[src/rtl/cmd_packer.sv]
module cmd_packer #(
  parameter int HALF_W = 16
) (
  input  logic                clk,
  input  logic                rst,
  input  logic                in_valid,
  output logic                in_ready,
  input  logic [HALF_W-1:0]   in_data,
  output logic                out_valid,
  input  logic                out_ready,
  output logic                out_is_data,
  output logic [2*HALF_W-1:0] out_data
);
  localparam int WORD_W = 2 * HALF_W;

  typedef enum logic [1:0] {GET_ADDR, GET_DATA, PUT_ADDR, PUT_DATA} phase_t;

  phase_t              phase;
  logic                hi_lo_sel;
  logic [WORD_W-1:0]   addr_q;
  logic [HALF_W-1:0]   data_q;
  logic                take;

  assign in_ready    = (phase == GET_ADDR) || (phase == GET_DATA);
  assign take        = in_valid && in_ready;
  assign out_valid   = (phase == PUT_ADDR) || (phase == PUT_DATA);
  assign out_is_data = (phase == PUT_DATA);
  assign out_data    = out_is_data ? {{HALF_W{1'b0}}, data_q} : addr_q;

  always_ff @(posedge clk) begin
    if (rst) begin
      phase     <= GET_ADDR;
      hi_lo_sel <= 1'b0;
      addr_q    <= '0;
      data_q    <= '0;
    end else begin
      case (phase)
        GET_ADDR: if (take) begin
          if (!hi_lo_sel) addr_q[WORD_W-1:HALF_W] <= in_data;
          else begin
            addr_q[HALF_W-1:0] <= in_data;
            phase <= GET_DATA;
          end
          hi_lo_sel <= ~hi_lo_sel;
        end
        GET_DATA: if (take) begin
          data_q <= in_data;
          phase  <= PUT_ADDR;
        end
        PUT_ADDR: if (out_ready) phase <= PUT_DATA;
        default:  phase <= GET_ADDR;
      endcase
    end
  end

  AST_ADDR_HOLD: assert property (@(posedge clk) disable iff (rst)
    out_valid && !out_is_data && !out_ready |=> out_valid && !out_is_data && $stable(out_data));
  AST_DATA_FOLLOWS: assert property (@(posedge clk) disable iff (rst)
    out_valid && !out_is_data && out_ready |=> out_valid && out_is_data);
  AST_DATA_UPPER_ZERO: assert property (@(posedge clk) disable iff (rst)
    out_valid && out_is_data |-> out_data[WORD_W-1:HALF_W] == '0);
  AST_INPUT_CLOSED: assert property (@(posedge clk) disable iff (rst)
    out_valid |-> !in_ready);
  AST_DATA_ONE_CYCLE: assert property (@(posedge clk) disable iff (rst)
    out_valid && out_is_data |=> !out_valid && in_ready);
endmodule

[config.mk]
export PLATFORM = sky130hd
export DESIGN_NAME = cmd_packer
export DESIGN_NICKNAME = d
export VERILOG_FILES = /design/src/rtl/cmd_packer.sv
export SDC_FILE = /design/constraint.sdc
export NUM_CORES = 1
export LEC_CHECK = 0
export BUFFER_PORTS_ARGS = -buffer_cell sky130_fd_sc_hd__buf_4
export CAP_MARGIN = 20
export CORE_ASPECT_RATIO = 1.75
export CORE_UTILIZATION = 55
export CTS_BUF_LIST = sky130_fd_sc_hd__clkbuf_4 sky130_fd_sc_hd__clkbuf_8 sky130_fd_sc_hd__clkbuf_16
export DETAILED_ROUTE_END_ITERATION = 7
export PLACE_DENSITY = 0.91
export SKIP_LAST_GASP = 1
export SLEW_MARGIN = 10
export SYNTH_ARGS = -nofsm -noshare
export SYNTH_HDL_FRONTEND = slang
export SYNTH_SLANG_ARGS = --single-unit
[constraint.sdc]
create_clock -name clk -period 4 [get_ports clk]
set_input_delay 0.8 -clock clk [delete_from_list [all_inputs] [get_ports clk]]
set_output_delay 0.8 -clock clk [all_outputs]
set_load 0.03 [all_outputs]
; ---- Yosys cells after proc, flatten, opt, wreduce, memory -nomap -nowiden
; Index checks and enable logic that the tools add are counted.
[op_classes]
mux = 6
bitwise = 1
n_eq_ne = 7
n_reduce_logical = 9
[ops]
columns = operator, n
row1 = 2-to-1 mux 32 bit, 1
row2 = 2-to-1 mux 2 bit, 4
row3 = != test 2 bit (second input constant), 4
row4 = one-hot mux 2 bit (3 select lines), 1
row5 = AND reduction 3 bit, 2
row6 = == test 2 bit (second input constant), 2
row7 = AND reduction 2 bit, 2
row8 = AND reduction 4 bit, 1
row9 = == test 2 x 1 -> 1 bit (second input constant), 1
row10 = zero test 2 bit, 1
row11 = logical OR 1 bit, 2
row12 = logical AND 1 bit, 1
row13 = inverter 1 bit, 1
[word_totals]
output_inout_bits = 35
reg_bits = 51
inputBits = 20
word_cells = 28

; ---- Logic depth before layout (Yosys ltp)
[depth]
ltp_word = 5
ltp_mapped = 8
depth_no_buf = 5

; ---- Worst setup path before layout
; No wires, ideal clock.
[synth_timing]
path_kind = reg2out
startpoint = reg phase[1]
endpoint = out out_data[10]
required_ns = 3.200
path_slack_ns = 1.647
stages_incl_launch_ff = 5
n_path_buf = 2
arrival_ns = 1.553
path_cell_list = dfxtp_1 > ha_1 > buf_2 > buf_2 > mux2_2
[synth_between]
elab_chain_cells = 2
[synth_lines]
columns = element, line
row1 = from (decl), 18  ; phase_t phase;
row2 = from (signal assigned), 32  ; phase <= GET_ADDR;
row3 = from (signal assigned), 42  ; phase <= GET_DATA;
row4 = from (signal assigned), 48  ; phase <= PUT_ADDR;
row5 = == test 2 bit, 27  ; assign out_is_data = (phase == PUT_DATA);
row6 = net out_is_data, 11  ; output logic out_is_data,
row7 = 2-to-1 mux 32 bit, 28  ; assign out_data = out_is_data ? {{HALF_W{1'b0}}, data_q} : addr_q;
row8 = to (decl), 12  ; output logic [2*HALF_W-1:0] out_data
; The timed path passes the listed nets, and every way through them passes these cells.

; ---- Worst setup path after layout
[layout_timing]
startpoint = reg phase[1]
endpoint = out out_data[5]
[layout_between]
elab_chain_cells = 2
[layout_lines]
columns = element, line
row1 = == test 2 bit, 27
row2 = 2-to-1 mux 32 bit, 28
; No other way between the ends.

==> run metrics <==
register share of total power 40.4%; First-pass DRT Iterations 4; initial drt markers 58; CP bufs+invs 2; Congestion Overflow GR 0; worst reg2reg setup slack 2120 ps; share of layout cells above drive strength 1 26.3%; crit-path cells ha_1, buf_4, mux2_2, buf_4; PwrDens 574 mW/mm2; worst hold-check path type reg2reg; largest net degree at the start of global routing 53; critical path data arrival time 2210 ps; Slew headroom 51.0%; Multi-input gate area 0.00106 mm2; Max stage delay on crit path 610 ps; vias in the first global route 1855; Worst path top cell family by delay adder cells; Hold Crit Start addr_q[24]; Cells after Synth 274; postcts setup bufs 0; Setup Skew 4.38 ps; num rows 30; Core ar. 0.00387 mm2; pre-CTS setup slack 1310 ps; CTS tree built; Hold Buf Count CTS 0; Worst Hold Depth 2; Worst-Margin Slew 732 ps; WHS Endpoint addr_q[24]; vias per cell 5.36; Setup TNS 0 ps; FF+latch count, synth 51; Crit Path Class reg2out; CTS buffer count 5; setup slack after layout 994 ps; clock tree buffer depth 2; total power 1.54 mW; register area 0.00102 mm2; total internal power 0.971 mW; post_cts resized 0; DRC 0; startpoint types register; WL final 5220 um; Vias 1951; Slowest-stage cell, CP ha_1; cell area after synthesis 0.00222 mm2; Die Y 86.1 um; reg2reg start phase[0]; final worst-path cycle share 75.1%; die width 50.0 um; n_diodes 0; Clock Latency Late Sink 300 ps; worst-path maximum fanout 18; Syn Area/Cell 8.11 um2; RSZ-0062 raised after global routing no; R2R depth 5; syn_nets 298; Layout area overhead 20.6%; crit-path most repeated cell buf_4; initial antenna violation count 0; Net count, final 339; # IOs 55; Port Buffers 54; H-tree levels 2; Yosys cell types 24; GRT Total Usage 25.1%; register area share after synthesis 46.0%; first-pass GRT wire length 8260 um; clk root buf clkbuf_8; Clk pwr share 22.8%; Finished Core Util 69.3%; Net Sw Frac 36.8%; switching pwr 0.566 mW; Ys Warns 0; filler cell count 325; Peak VDD IR 0.589 mV; RePlAce Congestion 0.829; minimum clock period 3010 ps; status finished clean; wire per inst 14.3 um; final count of pins violating max slew 0; endpoints failing setup 0; Initial Util 57.4%; leakage 1.14 nW; Clk pin slew, worst setup/hold paths 90 ps; clock sink total 51; Worst Setup End Kind primary output; CP Data Required Time 3200 ps; final hold viol count 0; max-cap viol count 0; Comb power frac 36.8%; die area 0.00431 mm2; Max Freq 0.333 GHz; Reg-to-Reg End addr_q[3]; HPWL after DPL 3540 um; Post-DRT Antenna Nets 0
## synthesized netlist by cell type
library cell  count  area [um2]
a211o_1           1        8.76
a211oi_2          1        12.5
a21boi_1          1        7.51
a21oi_1          49         245
and2_1            1        6.26
and3_1            1        6.26
and3b_1           1        8.76
buf_1             1        3.75
buf_2             6        30.0
buf_4             5        37.5
buf_6             3        33.8
clkbuf_1          6        22.5
dfxtp_1          51        1020
ha_1              4        50.1
inv_1             3        11.3
mux2_2           16         180
mux2i_1           1        10.0
nand2_1          99         372
nand2b_1          2        12.5
nand3_1           1        5.00
nand3b_2          1        11.3
nor2b_1          17         106
nor4_1            1        6.26
or2_2             2        12.5
## stage by stage
stage,hold WS (ps),instance area (um2),instances
after floorplan,432,2220,274
after global placement,437,2570,356
after detailed placement,442,2570,356
after CTS,455,2680,364
after global routing,472,2680,364
final,455,2680,364
## layout make-up
class	instances	share of cell area (%)
clock inverters	3	1.63
well taps	48	2.24
inverters	3	0.420
repair buffers	55	15.4
flip-flops and latches	51	38.1
clock buffers	5	2.57
multi-input cells	199	39.6
## routing by layer
| metal | GRT usage (%) | wire length [um] |
|---|---|---|
| met5 | 0 | 0 |
| met4 | 12.5 | 90 |
| met3 | 3.55 | 188 |
| met2 | 46.4 | 2910 |
| met1 | 26.7 | 2020 |
## power by group through the flow
stage	clock network, mW	logic, mW	registers (mW)
2_1_floorplan	0	0.426	0.619
3_3_place_gp	0	0.542	0.627
3_5_place_dp	0	0.559	0.633
4_1_cts	0.352	0.562	0.621
5_1_grt	0.378	0.607	0.631
6_report	0.351	0.565	0.622
## cell families after synthesis
logic type | share of synthesized area (%)
compound gates | 12.3
fa+ha+maj | 2.25
flops | 46.0
mux | 8.56
buf+inv | 6.25
simple gates | 24.6
## sequential cells by signal, summed over array words and instances (netlist names)
register / count
addr_q: 32
phase: 2
hi_lo_sel: 1
data_q: 16
## cell usage in the layout (no fill, tap or decap), types with 2 or more instances in the layout
cell type	synthesis	routed
buf_4	5	55
dfxtp_1	51	51
mux2_2	16	16
nand2b_1	2	2
nor2b_1	17	17
inv_1	3	3
or2_2	2	2
nand2_1	99	99
clkbuf_8	0	5
a21oi_1	49	49
ha_1	4	4
## worst min-delay path, cell delays in order, from the launching register on
cell,delay [ps]
dfxtp_1,320
nand2_1,50
a21oi_1,50
## worst max-delay path by stage
stage                   from            to  depth (start not counted)
floorplan           phase[1]  out_data[10]                          4
global placement    phase[1]   out_data[7]                          4
detailed placement  phase[1]   out_data[5]                          4
CTS                 phase[1]   out_data[5]                          4
global route        phase[1]   out_data[5]                          4
finish              phase[1]   out_data[5]                          4
Power figures use the tool's default switching activity.
